==> src/rtl/sgramInitPkg.sv <==
package sgramInitPkg;

  typedef enum logic [1:0] {
    CMD_NOP      = 2'd0,
    CMD_PREALL   = 2'd1,
    CMD_LOADMODE = 2'd2,
    CMD_REFRESH  = 2'd3
  } initCmd_t;

  typedef enum logic [1:0] {
    WSEL_PRE  = 2'd0,
    WSEL_MODE = 2'd1,
    WSEL_REF  = 2'd2
  } waitSel_t;

  typedef struct packed {
    logic     issuePre;
    logic     issueMode;
    logic     issueRef;
    logic     loadWait;
    waitSel_t waitSel;
    logic     finish;
  } ctrlStb_t;

  // Pin order {csN, rasN, casN, weN, dsf}
  function automatic logic [4:0] cmdPins(initCmd_t c);
    case (c)
      CMD_PREALL:   return 5'b00100;
      CMD_LOADMODE: return 5'b00000;
      CMD_REFRESH:  return 5'b00010;
      default:      return 5'b01110;
    endcase
  endfunction

  function automatic int maxOf(int a, int b);
    return (a > b) ? a : b;
  endfunction

endpackage

==> src/rtl/sgramInitCtrl.sv <==
module sgramInitCtrl
  import sgramInitPkg::*;
#(
  parameter bit REFRESH_FIRST = 1'b0
) (
  input  logic     clk,
  input  logic     rst,
  input  logic     waitZero,
  input  logic     refsDone,
  output ctrlStb_t stb
);

  typedef enum logic [2:0] {
    S_PAUSE, S_PRE, S_WPRE, S_MODE, S_WMODE, S_REF, S_WREF, S_FIN
  } seqState_t;

  seqState_t state, stateNext;

  always_ff @(posedge clk) begin
    if (rst) state <= S_PAUSE;
    else     state <= stateNext;
  end

  always_comb begin
    stateNext = state;
    stb       = '0;
    stb.waitSel = WSEL_PRE;
    case (state)
      S_PAUSE: if (waitZero) stateNext = S_PRE;
      S_PRE: begin
        stb.issuePre = 1'b1;
        stb.loadWait = 1'b1;
        stb.waitSel  = WSEL_PRE;
        stateNext    = S_WPRE;
      end
      S_WPRE: if (waitZero) stateNext = REFRESH_FIRST ? S_REF : S_MODE;
      S_MODE: begin
        stb.issueMode = 1'b1;
        stb.loadWait  = 1'b1;
        stb.waitSel   = WSEL_MODE;
        stateNext     = S_WMODE;
      end
      S_WMODE: if (waitZero) stateNext = REFRESH_FIRST ? S_FIN : S_REF;
      S_REF: begin
        stb.issueRef = 1'b1;
        stb.loadWait = 1'b1;
        stb.waitSel  = WSEL_REF;
        stateNext    = S_WREF;
      end
      S_WREF: begin
        if (waitZero) begin
          if (refsDone) stateNext = REFRESH_FIRST ? S_MODE : S_FIN;
          else          stateNext = S_REF;
        end
      end
      S_FIN: stb.finish = 1'b1;
      default: stateNext = S_PAUSE;
    endcase
  end


  issue_wait_chk: assert property (@(posedge clk) disable iff (rst)
    (stb.issuePre || stb.issueMode || stb.issueRef) |-> waitZero);

endmodule

==> src/rtl/sgramInitDp.sv <==
module sgramInitDp
  import sgramInitPkg::*;
#(
  parameter int              ADDR_W    = 10,
  parameter int              CNT_W     = 16,
  parameter int              REF_W     = 4,
  parameter int              PAUSE_CYC = 40000,
  parameter int              TRP_CYC   = 3,
  parameter int              TRFC_CYC  = 14,
  parameter int              MRD_CYC   = 2,
  parameter int              REF_COUNT = 8,
  parameter int              PALL_BIT  = 8,
  parameter logic [ADDR_W-1:0] MODE_VAL = '0
) (
  input  logic              clk,
  input  logic              rst,
  input  ctrlStb_t          stb,
  output logic              waitZero,
  output logic              refsDone,
  output initCmd_t          cmdQ,
  output logic [ADDR_W-1:0] addrQ,
  output logic              doneQ
);

  logic [CNT_W-1:0] waitCnt, loadVal;
  logic [REF_W-1:0] refLeft;

  assign waitZero = (waitCnt == '0);
  assign refsDone = (refLeft == '0);

  always_comb begin
    case (stb.waitSel)
      WSEL_MODE: loadVal = CNT_W'(MRD_CYC - 1);
      WSEL_REF:  loadVal = CNT_W'(TRFC_CYC - 1);
      default:   loadVal = CNT_W'(TRP_CYC - 1);
    endcase
  end

  always_ff @(posedge clk) begin
    if (rst)               waitCnt <= CNT_W'(PAUSE_CYC - 1);
    else if (stb.loadWait) waitCnt <= loadVal;
    else if (!waitZero)    waitCnt <= waitCnt - 1'b1;
  end

  always_ff @(posedge clk) begin
    if (rst)               refLeft <= REF_W'(REF_COUNT);
    else if (stb.issueRef) refLeft <= refLeft - 1'b1;
  end

  always_ff @(posedge clk) begin
    if (rst) begin
      cmdQ  <= CMD_NOP;
      addrQ <= '0;
      doneQ <= 1'b0;
    end else begin
      doneQ <= doneQ | stb.finish;
      if (stb.issuePre) begin
        cmdQ  <= CMD_PREALL;
        addrQ <= ADDR_W'(1) << PALL_BIT;
      end else if (stb.issueMode) begin
        cmdQ  <= CMD_LOADMODE;
        addrQ <= MODE_VAL;
      end else if (stb.issueRef) begin
        cmdQ  <= CMD_REFRESH;
        addrQ <= '0;
      end else begin
        cmdQ  <= CMD_NOP;
        addrQ <= '0;
      end
    end
  end


  ref_underflow_chk: assert property (@(posedge clk) disable iff (rst)
    stb.issueRef |-> !refsDone);


  done_sticky_chk: assert property (@(posedge clk) disable iff (rst)
    doneQ |=> doneQ);


  done_idle_chk: assert property (@(posedge clk) disable iff (rst)
    doneQ |-> (cmdQ == CMD_NOP));


  mode_gap_chk: assert property (@(posedge clk) disable iff (rst)
    (cmdQ == CMD_LOADMODE) |=> (cmdQ == CMD_NOP));


  nop_addr_chk: assert property (@(posedge clk) disable iff (rst)
    (cmdQ == CMD_NOP) |-> (addrQ == '0));

endmodule

==> src/rtl/sgramInitSeq.sv <==
module sgramInitSeq
  import sgramInitPkg::*;
#(
  parameter int              CLK_MHZ       = 200,
  parameter int              PAUSE_US      = 200,
  parameter int              TRP_CYC       = 3,
  parameter int              TRFC_CYC      = 14,
  parameter int              MRD_CYC       = 2,
  parameter int              REF_COUNT     = 8,
  parameter bit              REFRESH_FIRST = 1'b0,
  parameter int              ADDR_W        = 10,
  parameter int              PALL_BIT      = 8,
  parameter logic [ADDR_W-1:0] MODE_VAL    = 10'h032
) (
  input  logic              clk,
  input  logic              rst,
  output logic              csN,
  output logic              rasN,
  output logic              casN,
  output logic              weN,
  output logic              dsf,
  output logic              cke,
  output logic              dqm,
  output logic [ADDR_W-1:0] addr,
  output logic              ba,
  output logic              initDone
);

  localparam int PAUSE_CYC = PAUSE_US * CLK_MHZ;
  localparam int MAX_WAIT  = maxOf(maxOf(PAUSE_CYC, TRP_CYC), maxOf(TRFC_CYC, MRD_CYC));
  localparam int CNT_W     = $clog2(MAX_WAIT + 1);
  localparam int REF_W     = $clog2(REF_COUNT + 1);

  ctrlStb_t stb;
  logic     waitZero, refsDone, doneQ;
  initCmd_t cmdQ;

  sgramInitCtrl #(.REFRESH_FIRST(REFRESH_FIRST)) u_ctrl (
    .clk(clk), .rst(rst), .waitZero(waitZero), .refsDone(refsDone), .stb(stb)
  );

  sgramInitDp #(
    .ADDR_W(ADDR_W), .CNT_W(CNT_W), .REF_W(REF_W), .PAUSE_CYC(PAUSE_CYC),
    .TRP_CYC(TRP_CYC), .TRFC_CYC(TRFC_CYC), .MRD_CYC(MRD_CYC),
    .REF_COUNT(REF_COUNT), .PALL_BIT(PALL_BIT), .MODE_VAL(MODE_VAL)
  ) u_dp (
    .clk(clk), .rst(rst), .stb(stb), .waitZero(waitZero), .refsDone(refsDone),
    .cmdQ(cmdQ), .addrQ(addr), .doneQ(doneQ)
  );

  assign {csN, rasN, casN, weN, dsf} = cmdPins(cmdQ);
  assign cke      = 1'b1;
  assign dqm      = ~doneQ;
  assign ba       = 1'b0;
  assign initDone = doneQ;

endmodule

==> config.mk <==
export PLATFORM = sky130hd
export DESIGN_NAME = sgramInitSeq
export DESIGN_NICKNAME = d
export VERILOG_FILES = /design/src/rtl/sgramInitPkg.sv /design/src/rtl/sgramInitCtrl.sv /design/src/rtl/sgramInitDp.sv /design/src/rtl/sgramInitSeq.sv
export SDC_FILE = /design/constraint.sdc
export NUM_CORES = 1
export LEC_CHECK = 0
export BUFFER_PORTS_ARGS = -buffer_cell sky130_fd_sc_hd__buf_2
export CORE_ASPECT_RATIO = 1.1
export CORE_MARGIN = 2
export CORE_UTILIZATION = 50
export DETAILED_ROUTE_END_ITERATION = 8
export PLACE_DENSITY = 0.74
export SLEW_MARGIN = 20
export SYNTH_ARGS = -nofsm -noshare
export SYNTH_HDL_FRONTEND = slang
export SYNTH_HIERARCHICAL = 1
export SYNTH_SLANG_ARGS = --single-unit
==> constraint.sdc <==
create_clock -name clk -period 2 [get_ports clk]
set_clock_uncertainty 0.2 [all_clocks]
set_input_delay 0.4 -clock clk [delete_from_list [all_inputs] [get_ports clk]]
set_output_delay 0.4 -clock clk [all_outputs]
set_load 0.03 [all_outputs]
== Word level (Yosys, flattened, before mapping) ==
Cells that the tools add are included.

* Register bits: 36
* Input bits: 2
* Output and inout bits: 19
* Logic and storage cells: 55

* Add/sub/neg operators: 2
* Eq/ne operators: 17
* Mux-type cells: 20
* Bitwise logic cells: 2
* Reductions and logical operators: 6

{| class="wikitable"
|+ Operators with widths
! kind !! count
|-
| 2-to-1 mux 16 bit || 2
|-
| case mux 3 bit (7 select lines) || 1
|-
| logical NOT 16 bit || 1
|-
| subtractor 16 x 1 -> 16 bit, second input constant || 1
|-
| == test 3 bit, second input constant || 4
|-
| 2-to-1 mux 3 bit || 4
|-
| case mux 4 bit (3 select lines) || 1
|-
| 2-to-1 mux 9 bit || 1
|-
| case mux 3 bit (3 select lines) || 1
|-
| inequality test 2 x 1 -> 1 bit, second input constant || 4
|-
| case mux 4 bit (2 select lines) || 1
|-
| nonzero test 7 bit || 1
|-
| == test 2 bit, second input constant || 3
|-
| == test 3 x 2 -> 1 bit, second input constant || 2
|-
| 2-to-1 mux 2 bit || 3
|-
| 2-to-1 mux 6 bit || 1
|-
| 2-to-1 mux 1 bit || 5
|-
| AND reduction 5 bit || 1
|-
| == test 2 x 1 -> 1 bit, second input constant || 2
|-
| logical NOT 4 bit || 1
|-
| subtractor 4 x 1 -> 4 bit, second input constant || 1
|-
| == test 3 x 1 -> 1 bit, second input constant || 1
|-
| logical NOT 3 bit || 1
|-
| inequality test 2 bit, second input constant || 1
|-
| other kinds (3) || 3
|}

== Depth between registers and ports, before layout ==
* Depth after elaboration: 5
* Mapped depth: 7
* Gate-level depth less buffers: 6

== Modules after synthesis ==
The synthesis kept the hierarchy.

{| class="wikitable"
|+ By module, submodules not included
! module !! instances !! cells an instance !! area each (sq um) !! seq. area each (sq um)
|-
| sgramInitDp || 1 || 153 || 1295.0 || 500.5
|-
| sgramInitCtrl || 1 || 19 || 182.7 || 60.1
|-
| sgramInitSeq || 1 || 13 || 83.8 || 0.0
|}

== Worst setup path before layout ==
Ideal clock, no wire load.

* Path kind: register -> register
* Start: register u_dp.waitCnt[0]
* End: register u_dp.waitCnt[1]
* Library setup time: 69 ps
* Data arrival time: 1898 ps
* Data required time: 1731 ps
* Slack: -167 ps
* Stages on the path, launching flop included: 8
* Path buffers: 1
* Period minus slack after synthesis: 2167 ps
* Cells stage by stage: dfxtp_1 inv_1 ha_1 or3b_1 clkbuf_1 nor4_4 mux2_1 o21ai_1

* Elaborated cells on any way between the ends: 5
* Classes of those cells: add/sub (1); eq/ne (1); mux (2); reduce/logical (1)

{| class="wikitable"
|+ RTL lines
! what !! line !! text
|-
| start, declared || sgramInitDp.sv:25 || <nowiki>logic [CNT_W-1:0] waitCnt, loadVal;</nowiki>
|-
| start signal, assigned || sgramInitDp.sv:40 || <nowiki>if (rst) waitCnt <= CNT_W'(PAUSE_CYC - 1);</nowiki>
|-
| start signal, assigned || sgramInitDp.sv:41 || <nowiki>else if (stb.loadWait) waitCnt <= loadVal;</nowiki>
|-
| start signal, assigned || sgramInitDp.sv:42 || <nowiki>else if (!waitZero) waitCnt <= waitCnt - 1'b1;</nowiki>
|-
| logical NOT 16 bit || sgramInitDp.sv:28 || <nowiki>assign waitZero = (waitCnt == '0);</nowiki>
|-
| net waitZero || sgramInitSeq.sv:35 || <nowiki>logic waitZero, refsDone, doneQ;</nowiki>
|-
| inequality test 2 bit (no line) || - ||
|}

The timed path passes the listed nets, and every way through them passes these cells. The select of a mux whose other input is x is not followed.
A chain may end at the register's enable or synchronous reset.

== Worst setup path in the final report ==
* Start: register u_dp.waitCnt[12]
* End: register u_ctrl.state[1]

* Cells in the longest elaborated chain, start to end: 3
* Elaborated cells on any way between the ends: 6
* Classes of those cells: eq/ne (4); reduce/logical (2)

{| class="wikitable"
|+ RTL lines
! what !! line !! text
|-
| logical NOT 16 bit * || sgramInitDp.sv:28 ||
|-
| net waitZero || sgramInitSeq.sv:35 ||
|-
| inequality test 2 x 1 -> 1 bit (no line) || - ||
|-
| AND reduction 5 bit (no line) * || - ||
|-
| end signal, assigned || sgramInitCtrl.sv:21 || <nowiki>else state <= stateNext;</nowiki>
|-
| end, declared || sgramInitCtrl.sv:17 || <nowiki>seqState_t state, stateNext;</nowiki>
|}

Mark *: on every way through the listed nets, which the timed path passes. The rest lies on a longest branch.

==> key figures <==
Run status
  • Status: finished, violations left
  • Failing checks: negative setup slack

Worst setup path
  • Crit path max fanout: 4
  • Type of origin of the critical path: flip-flop
  • Critical path class: reg2reg
  • R2r setup slk: -0.06 ns
  • Reg-to-Reg Start: u_dp/waitCnt[12]
  • Worst reg2reg path depth: 5
  • Critical path data required time: 2.05 ns
  • Worst Setup End Kind: flip-flop
  • Worst r2r dst: u_ctrl/state[1]
  • Worst EP arrival: 2.11 ns

Logic synthesis
  • Top cells by count, synth: dfxtp_1 (28), nor2_1 (19), inv_1 (14)
  • Mean area per synthesized cell: 8.441 um^2
  • Ys flop type: dfxtp_1
  • Top post-synthesis cells by area: dfxtp_1 (36%), buf_4 (6.3%), nor2_1 (4.6%), ha_1 (4.0%), inv_1 (3.4%)
  • Post-synth ARST share: 0%
  • Sequential element share of the synthesized area: 35.90%
  • Cell with the most instances after synthesis: dfxtp_1
  • Synth cell types: 47
  • Synth top area share: 35.90%
  • Synthesis Warnings: 6
  • Flip-flop and latch count after synthesis: 28
  • Leading area contributor after synthesis: dfxtp_1
  • Gate Count Post-Synth: 185
  • Mapped cell area: 1561 um^2
  • Post-synth EDFFs: 0

Min path
  • Hold Path End: u_ctrl/state[0]
  • Hold Crit Class: in2reg
  • Hold path startpoint: rst
  • Hold depth: 2

Finish
  • Final net count: 227
  • Number of fill cells: 237
  • Area of the multi-input gates: 892.1 um^2
  • Layout cells sized above 1: 31.96%
  • Synthesis-to-finish area growth: 23.56%
  • Final Core Density: 63.85%
  • Sequential cell area: 564.3 um^2
  • Antenna Cells: 0

Die
  • Core area: 3022 um^2
  • Ports: 21
  • Die H: 62.61 um
  • Initial Utilization: 51.68%
  • Die width: 57.29 um
  • DIE AREA: 3587 um^2
  • # rows: 21

Timing
  • WHS: 0.1761 ns
  • Setup WS post-layout: -0.06131 ns
  • Final max-slew violation count: 0
  • Highest clock rate: 485.1 MHz
  • Endpoints failing hold: 0
  • Final setup fails: 5
  • Final period utilization: 103.1%
  • Unrepaired setup endpoints after global routing: yes
  • Final min period: 2.061 ns

CTS
  • CTS tree: built
  • CTS Buf Count: 3
  • Clk slew on worst S/H paths: 0.16 ns
  • Clock Path Buffers: 2
  • H-Tree Depth: 1
  • Skew-Pair Late Insertion Delay: 0.34 ns
  • CTS Hold Bufs: 0
  • Root Driver: clkbuf_4
  • Clk sinks: 28

Placed design
  • # port buffers: 10
  • Routability cong.: 0.8741
  • Detailed Place HPWL: 2.607 mm

Detailed routing
  • Post-DRT Antenna Nets: 0
  • Drt pass-1 iters: 4
  • DRC violations left: 0
  • Starting DRC count in detailed routing: 71
  • DR vias: 1477
  • Final wirelength: 3.764 mm
  • DR WL/cell: 14.88 um
  • Avg Vias per Cell: 5.838

Power and ir drop
  • Pwr Density: 535.0 nW/um^2
  • Peak VDD IR: 0.4939 mV
  • Leakage Power: 0.7968 nW
  • Total design power: 1.032 mW

Job
  • Max_cap viols: 0

Global route
  • First-pass GRT wire length: 6.147 mm
  • Initial antenna violation count: 0
  • GRT Total Usage: 21.07%
  • Total gr overflow: 0
  • Vias in the first global route: 1390
  • Pin count of the biggest net entering global routing: 18
-- cells in the final DEF, fill, tap and decap left out, drive strengths merged, types with 2 or more instances in the layout --
| cell type | instances |
|---|---|
| buf | 44 |
| dfxtp | 28 |
| nor2 | 19 |
| inv | 14 |
| conb | 10 |
| a21oi | 10 |
| nand2 | 8 |
| nor4 | 8 |
| nor3 | 7 |
| or4 | 6 |
| ha | 5 |
| xnor2 | 4 |
| a31oi | 4 |
| o21ai | 4 |
| clkbuf | 3 |
| nor3b | 3 |
| nand2b | 3 |
| o31ai | 3 |
| nor2b | 3 |
| a311o | 3 |
| or3 | 3 |
| and3b | 3 |
| nand4 | 2 |
| mux2i | 2 |
| a211oi | 2 |
| o41ai | 2 |
| or2 | 2 |
-- cell families (layout without fill, tap and decap cells) --
group,count (synthesis),after routing,share of synthesized area [%]
AO/OA/AOI/OAI,33,33,14.42
XOR/XNOR,5,5,2.804
adder cells (fa/ha/maj),5,5,4.006
buffers and inverters,35,62,12.34
flip-flops,28,28,35.90
multiplexers,3,3,2.003
other,3,10,0.7211
AND/OR/NAND/NOR,73,73,27.81
-- final cells by class --
| cell class | instances | share of cell area [%] |
|---|---|---|
| clock buffer | 3 | 1.167 |
| clock inverter | 1 | 1.556 |
| inverter | 14 | 2.724 |
| multi-input combinational | 129 | 46.24 |
| sequential | 28 | 29.25 |
| tap | 34 | 2.205 |
| timing repair buffer | 44 | 16.86 |
-- state kept, by name (all words and copies together) (netlist names) --
| signal | count |
|---|---|
| u_dp/cmdQ | 2 |
| u_dp/doneQ | 1 |
| u_dp/refLeft | 4 |
| u_dp/waitCnt | 16 |
| u_dp/addrQ | 2 |
| u_ctrl/state | 3 |
-- how the worst max path moves through the flow --
stage | startpoint | slack (ns) | endpoint | cells past startpoint
floorplan | u_dp/waitCnt[7] | -0.07 | u_dp/waitCnt[1] | 5
global placement | u_dp/waitCnt[1] | -0.03 | u_dp/waitCnt[6] | 6
detailed placement | u_dp/waitCnt[1] | -0.10 | u_dp/waitCnt[6] | 6
CTS | u_dp/waitCnt[7] | -0.02 | u_dp/waitCnt[8] | 4
global route | u_dp/waitCnt[12] | -0.11 | u_ctrl/state[1] | 5
finish | u_dp/waitCnt[12] | -0.06 | u_ctrl/state[1] | 5
-- metrics by stage --
| stage | cells | TNS [ns] | cell area (um^2) | worst slack, ns |
|---|---|---|---|---|
| 5_1_grt | 253 | -0.4434 | 1929 | -0.1071 |
| 3_5_place_dp | 245 | -0.2880 | 1782 | -0.1018 |
| 3_3_place_gp | 245 | -0.03352 | 1782 | -0.03352 |
| 4_1_cts | 250 | -0.04806 | 1877 | -0.01907 |
| 2_1_floorplan | 192 | -0.1126 | 1608 | -0.06859 |
| 6_report | 253 | -0.1238 | 1929 | -0.06131 |
-- report_power, final --
part | switching, mW | internal (mW) | total [mW]
registers | 0.00583 | 0.564 | 0.570
logic | 0.0530 | 0.0267 | 0.0797
clock network | 0.180 | 0.203 | 0.383
-- worst max-delay path: stages (launching register included) --
cell	delay, ns
dfxtp_1	0.34
or4_4	0.56
nor4_4	0.39
buf_4	0.20
and4bb_1	0.22
nor4_2	0.06
-- what timing repair did --
item / 4_1_cts / 5_1_grt
endpoints found under the setup margin: 8 / 12
endpoints found under the hold margin: 0 / 0
cloned: 0 / 0
setup buffers: 1 / 3
gates resized for setup: 10 / 8
pin swaps: 2 / 3
-- routing by layer --
layer  vias to the layer above  part of all wire, %  track usage (%)  routed length, um
met1                       681                   44            26.77               1650
met5                         -                    0                0                  0
met4                         0                  2.3            8.140                 85
met2                        71                   49            35.20               1829
met3                        14                  5.3            3.520                198
li1                        711                    -                -                  -
No activity file was read; power rests on OpenSTA's default activity.
